==> src/rtl/vlan_cmd_engine.sv <==
module vlan_cmd_engine #(
  parameter int ENTRIES = 16
) (
  input  logic        clk,
  input  logic        rst_n,
  input  logic        reg_we,
  input  logic        reg_sel,
  input  logic [31:0] reg_wdata,
  output logic [31:0] reg_rdata,
  input  logic [11:0] lkp_vid,
  output logic        lkp_hit,
  output logic [9:0]  lkp_member,
  output logic [2:0]  lkp_prio,
  output logic        lkp_prio_en
);
  localparam int VID_W  = 12;
  localparam int MEMB_W = 10;
  localparam int PORT_W = 4;
  localparam int PRIO_W = 3;
  localparam int IDX_W  = (ENTRIES > 1) ? $clog2(ENTRIES) : 1;
  localparam int CNT_W  = $clog2(ENTRIES + 3);
  localparam logic [IDX_W-1:0] LAST_IDX = IDX_W'(ENTRIES - 1);

  localparam logic [2:0] OP_FLUSH  = 3'd1;
  localparam logic [2:0] OP_LOAD   = 3'd2;
  localparam logic [2:0] OP_PURGE  = 3'd3;
  localparam logic [2:0] OP_RMPORT = 3'd4;

  logic [2:0]        op_q;
  logic              act_q, full_q, commit_q;
  logic [PORT_W-1:0] port_q;
  logic [VID_W-1:0]  vid_q;
  logic [PRIO_W-1:0] prio_q;
  logic              pen_q;
  logic [MEMB_W-1:0] dmem_q;
  logic              dval_q;

  logic [ENTRIES-1:0] t_val;
  logic [VID_W-1:0]   t_vid  [ENTRIES];
  logic [MEMB_W-1:0]  t_mem  [ENTRIES];
  logic [PRIO_W-1:0]  t_prio [ENTRIES];
  logic [ENTRIES-1:0] t_pen;

  logic [IDX_W-1:0] idx_q, hit_idx_q, free_idx_q;
  logic             hit_found_q, free_found_q;

  wire cmd_wr   = reg_we && !reg_sel && !act_q;
  wire data_wr  = reg_we &&  reg_sel && !act_q;
  wire walk_op  = (op_q == OP_FLUSH) || (op_q == OP_LOAD) ||
                  (op_q == OP_PURGE) || (op_q == OP_RMPORT);
  wire idx_last = (idx_q == LAST_IDX);
  wire cur_match = t_val[idx_q] && (t_vid[idx_q] == vid_q);
  wire [MEMB_W-1:0] port_mask =
    (port_q < PORT_W'(MEMB_W)) ? (MEMB_W'(1) << port_q) : '0;

  assign reg_rdata = reg_sel
    ? {20'd0, dval_q, 1'b0, dmem_q}
    : {pen_q, prio_q, vid_q, 4'd0, port_q, 3'd0, full_q, act_q, op_q};

  always_ff @(posedge clk or negedge rst_n) begin
    if (!rst_n) begin
      op_q <= '0; act_q <= 1'b0; full_q <= 1'b0; commit_q <= 1'b0;
      port_q <= '0; vid_q <= '0; prio_q <= '0; pen_q <= 1'b0;
      dmem_q <= '0; dval_q <= 1'b0;
    end else begin
      if (data_wr) begin
        dmem_q <= reg_wdata[MEMB_W-1:0];
        dval_q <= reg_wdata[11];
      end
      if (cmd_wr) begin
        op_q   <= reg_wdata[2:0];
        act_q  <= reg_wdata[3];
        port_q <= reg_wdata[11:8];
        vid_q  <= reg_wdata[27:16];
        prio_q <= reg_wdata[30:28];
        pen_q  <= reg_wdata[31];
        full_q <= 1'b0;
      end else if (act_q) begin
        if (commit_q) begin
          act_q    <= 1'b0;
          commit_q <= 1'b0;
          if (!hit_found_q && dval_q && !free_found_q) full_q <= 1'b1;
        end else if (!walk_op) begin
          act_q <= 1'b0;
        end else if (idx_last) begin
          if (op_q == OP_LOAD) commit_q <= 1'b1;
          else act_q <= 1'b0;
        end
      end
    end
  end

  always_ff @(posedge clk or negedge rst_n) begin
    if (!rst_n) begin
      idx_q <= '0; hit_idx_q <= '0; free_idx_q <= '0;
      hit_found_q <= 1'b0; free_found_q <= 1'b0;
    end else if (cmd_wr) begin
      idx_q <= '0;
      hit_found_q <= 1'b0;
      free_found_q <= 1'b0;
    end else if (act_q && walk_op && !commit_q) begin
      idx_q <= idx_last ? '0 : idx_q + 1'b1;
      if (op_q == OP_LOAD) begin
        if (cur_match && !hit_found_q) begin
          hit_found_q <= 1'b1;
          hit_idx_q   <= idx_q;
        end
        if (!t_val[idx_q] && !free_found_q) begin
          free_found_q <= 1'b1;
          free_idx_q   <= idx_q;
        end
      end
    end
  end

  wire              do_store  = act_q && commit_q && (hit_found_q || (dval_q && free_found_q));
  wire [IDX_W-1:0]  store_idx = hit_found_q ? hit_idx_q : free_idx_q;
  wire              walking   = act_q && !commit_q && walk_op;

  always_ff @(posedge clk or negedge rst_n) begin
    if (!rst_n) begin
      t_val <= '0;
      t_pen <= '0;
      for (int i = 0; i < ENTRIES; i++) begin
        t_vid[i]  <= '0;
        t_mem[i]  <= '0;
        t_prio[i] <= '0;
      end
    end else if (do_store) begin
      t_val[store_idx]  <= dval_q;
      t_vid[store_idx]  <= vid_q;
      t_mem[store_idx]  <= dmem_q;
      t_prio[store_idx] <= prio_q;
      t_pen[store_idx]  <= pen_q;
    end else if (walking) begin
      case (op_q)
        OP_FLUSH:  t_val[idx_q] <= 1'b0;
        OP_PURGE:  if (cur_match) t_val[idx_q] <= 1'b0;
        OP_RMPORT: if (t_val[idx_q]) t_mem[idx_q] <= t_mem[idx_q] & ~port_mask;
        default: ;
      endcase
    end
  end

  always_comb begin
    lkp_hit = 1'b0;
    lkp_member = '0;
    lkp_prio = '0;
    lkp_prio_en = 1'b0;
    for (int i = ENTRIES - 1; i >= 0; i--) begin
      if (t_val[i] && t_vid[i] == lkp_vid) begin
        lkp_hit = 1'b1;
        lkp_member = t_mem[i];
        lkp_prio = t_prio[i];
        lkp_prio_en = t_pen[i];
      end
    end
  end

  logic [CNT_W-1:0] act_cnt;
  always_ff @(posedge clk or negedge rst_n) begin
    if (!rst_n) act_cnt <= '0;
    else if (act_q) act_cnt <= act_cnt + 1'b1;
    else act_cnt <= '0;
  end

  logic dup_vid;
  always_comb begin
    dup_vid = 1'b0;
    for (int i = 0; i < ENTRIES; i++)
      for (int j = i + 1; j < ENTRIES; j++)
        if (t_val[i] && t_val[j] && t_vid[i] == t_vid[j]) dup_vid = 1'b1;
  end

  AST_ACTIVE_BOUNDED: assert property (@(posedge clk) disable iff (!rst_n)
    act_cnt <= CNT_W'(ENTRIES + 1));
  AST_FLUSH_EMPTY: assert property (@(posedge clk) disable iff (!rst_n)
    ($fell(act_q) && op_q == OP_FLUSH) |-> (t_val == '0));
  AST_FULL_FROM_LOAD: assert property (@(posedge clk) disable iff (!rst_n)
    $rose(full_q) |-> (op_q == OP_LOAD && !act_q));
  AST_NO_DUP_VID: assert property (@(posedge clk) disable iff (!rst_n)
    !dup_vid);
  AST_IGNORE_BUSY_CMD: assert property (@(posedge clk) disable iff (!rst_n)
    (act_q && reg_we && !reg_sel) |=> ($stable(op_q) && $stable(vid_q) && $stable(port_q)));
  AST_IGNORE_BUSY_DATA: assert property (@(posedge clk) disable iff (!rst_n)
    (act_q && reg_we && reg_sel) |=> ($stable(dmem_q) && $stable(dval_q)));
endmodule

==> config.mk <==
export PLATFORM = sky130hd
export DESIGN_NAME = vlan_cmd_engine
export DESIGN_NICKNAME = d
export VERILOG_FILES = /design/src/rtl/vlan_cmd_engine.sv
export SDC_FILE = /design/constraint.sdc
export NUM_CORES = 1
export LEC_CHECK = 0
export BUFFER_PORTS_ARGS = -buffer_cell sky130_fd_sc_hd__buf_2
export CORE_MARGIN = 2
export CORE_UTILIZATION = 48
export DETAILED_ROUTE_END_ITERATION = 8
export GPL_TIMING_DRIVEN = 1
export PLACE_DENSITY = 0.75
export SYNTH_ARGS = -nofsm -noshare
export SYNTH_HDL_FRONTEND = slang
export SYNTH_SLANG_ARGS = --single-unit
==> constraint.sdc <==
create_clock -name clk -period 3.84 [get_ports clk]
set_input_delay 0.384 -clock clk [delete_from_list [all_inputs] [get_ports clk]]
set_output_delay 0.384 -clock clk [all_outputs]
set_load 0.01 [all_outputs]
---- Word level (Yosys, flattened, before mapping) ----
Cells that the tools add are included.
operators by class
  add/subtract/negate cells ............... 1
  $lt $le $gt $ge ......................... 9
  equal/unequal tests ..................... 23
  shift-type cells ........................ 1
  multiplexer cells ....................... 125
  bitwise gates (word level) .............. 7
  reduce and logical (&&, ||, !) cells .... 65
operators by type and width
  cell               count
  $mux 160           4
  $bwmux 160         2
  $mux 10            21
  $eq 12x12->1       17
  $bwmux 192         1
  $demux 10 s4       2
  $mux 1             56
  $mux 3             17
  $bmux 12 s4        1
  $bwmux 48          1
  $demux 12 s4       1
  $mux 16            3
  $bmux 10 s4        1
  $logic_and 1x1->1  36
  $mux 12            3
  $bwmux 16          2
  $mux 32            1
  $pmux 16 s2        1
  $reduce_bool 2->1  10
  $and 16x16->16     1
  $mux 4             4
  $not 16->16        1
  $reduce_and 3->1   5
  $demux 3 s4        1
  other kinds (23)   39
storage, ports and cells
  bits in registers ....................... 483
  output and inout bits ................... 47
  word-level logic and storage cells ...... 296

---- Depth between registers and ports, before layout ----
Gate-level depths: netlist of the first run.
  word-level depth ........................ 18
  depth in mapped cells ................... 13

---- Worst setup path before layout of the first run ----
OpenSTA, ideal clock, no wires.
  path kind ............................... in2out
  start point ............................. input lkp_vid[1]
  end point ............................... output lkp_member[3]
  arrival ................................. 2870 ps
  data required time ...................... 3456 ps
  setup slack ............................. 586 ps
  stages on the path ...................... 11
  path buffers ............................ 2
  path through ............................ buf_2 buf_2 xnor2_1 nand4_1 nor4_1 nor2b_1 a221oi_1 o31ai_1 a21o_1 a31oi_1 o41ai_1
on the way
  cells in the longest elaborated chain, start to end .. 18
  elaborated cells on any way between the ends .. 48
  those cells by class .................... eq/ne (16); mux (16); reduce/logical (16)
ends and longest elaborated chain
  item                   line  text
  start: declaration     10    input logic [11:0] lkp_vid,
  $eq 12x12->1           151   if (t_val[i] && t_vid[i] == lkp_vid) begin
  $logic_and 1x1->1      151
  $mux 10 (15 in a row)  151
  $mux 10 *              151
  end: declaration       12    output logic [9:0] lkp_member,
Mark *: on every way between the ends. The rest lies on a longest branch, timed or not.

---- Worst setup path after layout of the first run ----
  start point ............................. register t_vid[14] in the netlist's numbering
  end point ............................... output lkp_member[2]
on the way
  cells in the longest elaborated chain, start to end .. 17
ends and longest elaborated chain
  item                              line  text
  start: declaration                39    logic [VID_W-1:0] t_vid [ENTRIES];
  start signal: indexed assignment  131   t_vid[store_idx] <= vid_q;
  $eq 12x12->1                      151
  $logic_and 1x1->1                 151
  $mux 10 (15 in a row)             151
No other way between the ends.

==> results.txt, run 1 <==
----------------------------------------------------
[Run status]
  Run status ... finished, violations left
  Failing checks ... DRC, setup timing

[Yosys]
  Cells after Synth ... 3030
  Syn Std Cell Area ... 27700 um2
  Top area cells in the synthesized netlist ... dfrtp_1 44%, nand2_1 12%, mux4_2 5.5%
  Predominant post-synthesis flop cell ... dfrtp_1
  Library cells used by synthesis ... 78
  Sequential-to-total area share from yosys stat ... 0.436
  Flop and latch count out of synthesis ... 483
  Post-synthesis area per instance ... 9.14 um2
  Cell taking the most area after synthesis ... dfrtp_1
  Async SR Flop Fraction ... 1.00
  Count of flip-flops with a built-in enable after synthesis ... 0
  YS warnings ... 0
  Share of the synthesized area in the top cell type ... 0.436

[Clocking]
  Sinks on the clock net ... 483
  Clock latency on the worst-skew pair ... 0.62 ns
  Inserted Clock Buffers ... 50
  Maximum root-to-sink buffer count ... 3
  Clock tree from TritonCTS ... done
  Clock transition at the register clock pins on the worst setup and hold paths after CTS ... 0.06 ns
  Level count of the clock H-tree ... 2
  Clock root buffer master ... clkbuf_16

[Cells and area]
  Final standard cell count with taps included and fillers excluded ... 3936
  Final Core Density ... 0.557
  Fin nets ... 3185
  Most frequent standard cell in the layout excluding fill and tap cells ... nand2_1
  Growth of design area from synthesis to finish ... 15.4%
  Layout cells sized above 1 ... 0.186
  N_diodes ... 0
  Most frequent cells in the layout ... 860 x nand2_1, 480 x dfrtp_1, 181 x buf_4, 160 x xnor2_1, 139 x nor2_1
  Non-Filler Cell Area, Final ... 32000 um2

[Floorplanning]
  # IOs ... 95
  Initial Utilization ... 0.483
  Core Rows ... 88
  Overall die width ... 244 um
  Die outline height ... 244 um
  Core region area ... 57400 um2
  Die Outline Area ... 59700 um2

[Pwr]
  Design internal power ... 9.53 mW
  Total power ... 14.3 mW
  Leakage power ... 15.2 nW
  Largest vdd supply drop ... 452 uV
  Switch share ... 0.333
  PD cells ... 447 nW/um2
  Combinational share of power ... 0.203
  Share of power burned in the clock network ... 0.369
  Share of total power in sequential cells ... 0.428
  Switching power of the nets ... 4.76 mW

[Setup path]
  Required @ worst endpoint ... 3.46 ns
  Worst reg2reg path depth ... 10
  Largest driver fanout on the critical path ... 6
  Launch point of the worst path ... t_vid[14]
  Reg-to-reg critical path endpoint ... hit_idx_q[1]
  Kind of critical path ... reg2out
  Data arrival time at the worst-slack endpoint ... 3.54 ns
  Crit path capture ... lkp_member[2]
  R2r startpoint ... idx_q[3]
  Nature of the critical path startpoint ... register
  Kind of capture point of the worst setup path ... output pin
  Setup slack of the worst register-to-register path ... 0.17 ns

[Timing]
  Worst clock skew ... 0.0254 ns
  Smallest setup slack after layout ... -0.0813 ns
  Headroom to the max-slew limit ... 0.147
  Total negative slack for setup checks ... -0.394 ns
  Hold_ws ... 0.0172 ns
  Transition time at the pin with the least slew margin ... 1.28 ns
  Highest clock frequency the design can meet ... 0.255 GHz
  Fin crit period ... 3.92 ns
  Setup repair after global routing missed its margin ... true
  Final period utilization ... 1.02
  Final Hold Viols ... 0
  Max-slew violation count ... 0
  Setup-failing EPs final ... 7

[Route]
  Number of iterations in the first detailed-routing pass ... 9
  Number of remaining DRC errors ... 25
  Detail-routed net length per standard cell ... 24.3 um
  Via Count ... 25200
  Post-route antenna net violation count ... 0
  Average via count per standard cell ... 6.41
  Total wirelength of the detailed-routed design ... 95800 um
  Detailed Route Iter0 Violations ... 3787

[Placed design]
  Pre-CTS setup slack ... 0.0388 ns
  Detailed Place HPWL ... 67200 um
  Area after DPL ... 29700 um2
  RePlAce Congestion ... 0.973
  DP Cell Count ... 3821
  Port buffer count ... 86

[Global routing]
  Maximum number of pins on one net before global-route repair ... 116
  Congestion Overflow GR ... 0
  Number of antenna violations at the first check in global routing ... 4
  Via count of the first global-routing pass ... 24000
  First-pass GRT wire length ... 146000 um
  Overall track demand over capacity in global routing ... 0.317

[Job]
  Count of maximum capacitance violations ... 0

[Min path]
  HP Class ... in2reg

----------------------------------------------------
[state kept, by name (all words and copies together) (netlist names), 3 cells and up]
register / cells
prio_q: 3
vid_q: 12
op_q: 3
hit_idx_q: 4
idx_q: 4
port_q: 4
t_pen: 16
free_idx_q: 4
t_vid: 192
dmem_q: 10
t_prio: 48
t_mem: 160
t_val: 16
[power groups by stage]
| stage | clock [mW] | sequential, mW | combinational (mW) |
|---|---|---|---|
| floorplan | 0 | 5.46 | 2.29 |
| global placement | 0 | 6.14 | 2.77 |
| detailed placement | 0 | 6.14 | 2.80 |
| CTS | 5.30 | 6.05 | 2.83 |
| global route | 5.50 | 6.12 | 3.08 |
| finish | 5.28 | 6.11 | 2.90 |
[cells by family after synthesis]
kind of cell,count (synthesis),share of synthesized area
adders and majority gates,4,0.00181
xor gates and xnor gates,206,0.0651
and+or+nand+nor,1245,0.190
buffers and inverters,383,0.0595
other,1,0.000135
DFF,483,0.436
AOI/OAI and AO/OA,535,0.149
muxes,173,0.0987
[worst max-delay path: stages, from the launching register on]
cell and delay, ns:
dfrtp_1 0.41, xnor2_1 0.20, nand4_1 0.29, nor4_4 0.22, buf_4 0.20, buf_12 0.14
nand2_1 0.06, a311oi_1 0.26, a21o_1 0.23, a21oi_1 0.10, or4_4 0.47, a21oi_2 0.18
buf_2 0.15
[worst min-delay path by stage]
stage | cells past startpoint | slack, ns | endpoint | startpoint
after CTS | 2 | 0.002 | dmem_q[5] | reg_wdata[5]
after floorplan | 0 | 0.09 | act_q | rst_n
after global placement | 2 | 0.46 | t_prio[30] | t_prio[30]
after detailed placement | 2 | 0.46 | t_pen[3] | t_pen[3]
after global routing | 3 | 0.02 | port_q[2] | reg_wdata[10]
final | 3 | 0.02 | op_q[2] | reg_wdata[2]
[layer usage]
layer	part of all wire	global-route usage
met5	0.00043	0
met3	0.13	0.0754
met4	0.041	0.123
met2	0.45	0.486
met1	0.38	0.437
[cells in the mapped netlist, drive strengths merged, types with 39 or more instances]
cell type  count
buf           80
mux4          73
mux2          44
a222oi        94
a221o         56
o21ai        100
dfrtp        483
nand2        860
xor2          39
xnor2        167
mux2i         56
clkbuf       178
nor2         157
inv          125
nand3         43
a21oi         78
[layout make-up]
class,instances,area (um2)
multi-input cells,2167,14300
clock inverters,26,359
repair buffers,306,2360
flip-flops and latches,483,12100
fillers,4827,25400
well taps,765,957
clock buffers,64,1400
inverters,125,472
[timing repair]
item,4_1_cts,5_1_grt
resized for setup,42,24
cloned,1,0
buffers inserted,9,0
setup endpoints to repair,14,29
hold buffers,18,0
hold endpoints to repair,116,0
pin swaps,22,30
No activity file was read; power rests on OpenSTA's default activity.
==> inputs of run 2 (changes only) <==
--- a/config.mk
+++ b/config.mk
@@ -8,9 +8,9 @@
 export BUFFER_PORTS_ARGS = -buffer_cell sky130_fd_sc_hd__buf_2
 export CORE_MARGIN = 2
 export CORE_UTILIZATION = 48
+export CTS_BUF_LIST = sky130_fd_sc_hd__clkbuf_8
 export DETAILED_ROUTE_END_ITERATION = 8
 export GPL_TIMING_DRIVEN = 1
-export PLACE_DENSITY = 0.75
 export SYNTH_ARGS = -nofsm -noshare
 export SYNTH_HDL_FRONTEND = slang
 export SYNTH_SLANG_ARGS = --single-unit
==> constraint.sdc (replaced) <==
create_clock -name clk -period 3.84 [get_ports clk]
set_input_delay 0.768 -clock clk [delete_from_list [all_inputs] [get_ports clk]]
set_output_delay 0.768 -clock clk [all_outputs]
set_load 0.01 [all_outputs]
==> results.txt, run 2 (synthesis results as in run 1) <==
----------------------------------------------------
[Run status]
  Run status ... finished, violations left
  Failing checks ... DRC, setup timing

[Setup path]
  Number of cells on the critical path ... 15 (+3)
  Largest driver fanout on the critical path ... 3 (-3)
  Standard cell with the maximum stage delay on the critical path ... dfrtp_1
  Buf/Inv on CP ... 6 (+3)
  Crit path cell chain ... xnor2_2, nand4_1, nor4_4, buf_12, nor2b_4, buf_6, buf_4, buf_4, buf_6, a221o_1, nand3_2, o211ai_1, a21oi_4, o22ai_2, buf_2
  Required @ worst endpoint ... 3.07 ns (-0.39 ns)
  Kind of capture point of the worst setup path ... output pin
  Worst reg2reg path depth ... 8 (-2)
  Data arrival time at the worst-slack endpoint ... 3.63 ns (+0.09 ns)
  CP max stage delay ... 0.43 ns (-0.04 ns)
  Nature of the critical path startpoint ... register
  Kind of critical path ... reg2out
  Family with the most delay on the worst path ... buffers and inverters

[Floorplanning]
  # IOs ... 95 (unchanged)
  Initial Utilization ... 0.483 (unchanged)
  Core Rows ... 88 (unchanged)
  Die outline height ... 244 um (unchanged)
  Overall die width ... 244 um (unchanged)
  Core region area ... 57400 um2 (unchanged)
  Die Outline Area ... 59700 um2 (unchanged)

[Timing]
  Smallest setup slack after layout ... -0.555 ns (-0.474 ns)
  Highest clock frequency the design can meet ... 0.228 GHz (-11%)
  Final Hold Viols ... 0 (unchanged)
  Fin crit period ... 4.40 ns (+0.474 ns)
  Transition time at the pin with the least slew margin ... 1.21 ns (-0.0662 ns)
  Max-slew violation count ... 0 (unchanged)
  Setup repair after global routing missed its margin ... true
  Setup-failing EPs final ... 14 (+7)
  Hold_ws ... 0.186 ns (+0.169 ns)
  Worst clock skew ... 0.0521 ns (+0.0267 ns)
  Final period utilization ... 1.14 (+0.123)
  Headroom to the max-slew limit ... 0.194 (+0.0472)

[Route]
  Post-route antenna net violation count ... 0 (unchanged)
  Number of remaining DRC errors ... 9 (-64%)
  Average via count per standard cell ... 6.23 (-2.9%)
  Total wirelength of the detailed-routed design ... 104000 um (+8.2%)
  Number of iterations in the first detailed-routing pass ... 9 (unchanged)
  Via Count ... 25200 (-0.15%)
  Detail-routed net length per standard cell ... 25.6 um (+5.2%)
  Detailed Route Iter0 Violations ... 3862 (+2.0%)

[Cells and area]
  Fin nets ... 3266 (+2.5%)
  Final Core Density ... 0.572 (+0.0150)
  Layout cells sized above 1 ... 0.228 (+0.0423)
  Most frequent cells in the layout ... 859 x nand2_1, 479 x dfrtp_1, 229 x buf_4, 146 x xnor2_1, 145 x inv_1
  Growth of design area from synthesis to finish ... 18.5%
  FILL cells ... 5112 (+5.9%)
  Non-Filler Cell Area, Final ... 32800 um2 (+2.7%)
  Registers with the most flip-flops ... t_vid x192, t_mem x160, t_prio x48
  Most frequent standard cell in the layout excluding fill and tap cells ... nand2_1
  Flip-flop count of the largest register, all copies and words added ... 192 (unchanged)
  Register containing the most flip-flops in the final layout ... t_vid

[Pwr]
  Largest vdd supply drop ... 315 uV (-30%)
  PD cells ... 436 nW/um2 (-2.3%)
  Leakage power ... 15.9 nW (+4.3%)
  Total power ... 14.3 mW (+0.29%)

[Global routing]
  Maximum number of pins on one net before global-route repair ... 106 (-8.6%)
  Number of antenna violations at the first check in global routing ... 4 (unchanged)
  First-pass GRT wire length ... 156000 um (+7.0%)
  Congestion Overflow GR ... 0 (unchanged)
  Overall track demand over capacity in global routing ... 0.347 (+0.0300)
  Via count of the first global-routing pass ... 24400 (+1.5%)

[Placed design]
  RePlAce Congestion ... 1.00 (+2.8%)
  Detailed Place HPWL ... 74100 um (+10%)
  Port buffer count ... 86 (unchanged)
  Pre-CTS setup slack ... -0.845 ns (-0.884 ns)
  Area after DPL ... 30100 um2 (+1.4%)

[Job]
  Count of maximum capacitance violations ... 0 (unchanged)

[Min path]
  HP Class ... in2async

[Clocking]
  Inserted Clock Buffers ... 86 (+72%)
  Level count of the clock H-tree ... 3 (+1)
  Maximum root-to-sink buffer count ... 3 (unchanged)
  Clock latency on the worst-skew pair ... 0.69 ns (+0.07 ns)
  Clock tree from TritonCTS ... done
  Sinks on the clock net ... 483 (unchanged)
  Clock root buffer master ... clkbuf_8
  Clock transition at the register clock pins on the worst setup and hold paths after CTS ... 0.06 ns (about the same)
  Post-CTS Hold Buffers ... 0 (-18)

----------------------------------------------------
-- run 2: cell types whose count changed in the layout (fill, tap and decap cells not counted), moves of 6 or more --
| cell | before | now |
|---|---|---|
| clkbuf_8 | 7 | 110 |
| clkbuf_16 | 51 | 0 |
| buf_4 | 181 | 229 |
| inv_1 | 123 | 145 |
| dlygate4sd3_1 | 18 | 0 |
| buf_6 | 8 | 25 |
| xnor2_1 | 160 | 146 |
| xnor2_2 | 7 | 21 |
| buf_2 | 84 | 72 |
| clkinv_2 | 8 | 15 |
| nand3_1 | 40 | 33 |
| buf_12 | 13 | 19 |
| clkbuf_1 | 6 | 0 |
-- run 2: routing by layer --
layer / global-route usage / up-vias / routed length (um)
met4: 0.116 / 2 / 3060
met3: 0.0723 / 207 / 11500
li1: - / 10900 / -
met5: 0 / - / 9
met1: 0.514 / 12600 / 44400
met2: 0.507 / 1467 / 44700
-- run 2: area by class of cell --
class | count | area (um2) | area share
clock buffer | 110 | 1510 | 0.0461
antenna | 1 | 2.50 | 0.0000762
sequential | 483 | 12100 | 0.369
timing repair buffer | 351 | 2810 | 0.0856
tap | 765 | 957 | 0.0292
inverter | 125 | 475 | 0.0145
clock inverter | 44 | 279 | 0.00850
multi-input combinational | 2167 | 14700 | 0.448
-- run 2: worst reg2reg max path, cell delays in order, from the launching register on --
cell,delay [ns]
dfrtp_4,0.62
buf_12,0.34
mux4_2,0.60
mux4_2,0.63
nand4_1,0.16
buf_4,0.23
a21oi_1,0.39
a222oi_1,0.45
inv_1,0.07
-- run 2: power breakdown --
| group | internal, mW | switching [mW] | total [mW] | leakage (nW) |
|---|---|---|---|---|
| Combinational | 1.23 | 1.94 | 3.17 | 8.19 |
| Clock | 2.77 | 2.30 | 5.07 | 1.01 |
| Sequential | 5.26 | 0.823 | 6.08 | 6.67 |
-- run 2: what timing repair did --
item                       4_1_cts  5_1_grt
gates resized for setup        134       27
pin swaps                       51       29
setup buffers                   23        9
setup endpoints to repair       16       15
-- run 2: final timing paths --
check	startpoint	to	slack, ns
min in group clk	reg_wdata[22]	vid_q[6]	0.27
min	rst_n	vid_q[7]	0.19
min reg2reg	t_prio[11]	t_prio[11]	0.48
max in group asynchronous	rst_n	t_vid[83]	2.67
max reg2reg	idx_q[0]	t_mem[128]	0.21
max	t_vid[18]	lkp_member[1]	-0.56
-- run 2: metrics by stage --
stage | TNS, ns | instances
after global placement | -8.92 | 3866
after detailed placement | -9.43 | 3866
after floorplan | 0 | 3033
after global routing | -7.46 | 4046
final | -6.31 | 4046
after CTS | -6.06 | 4040
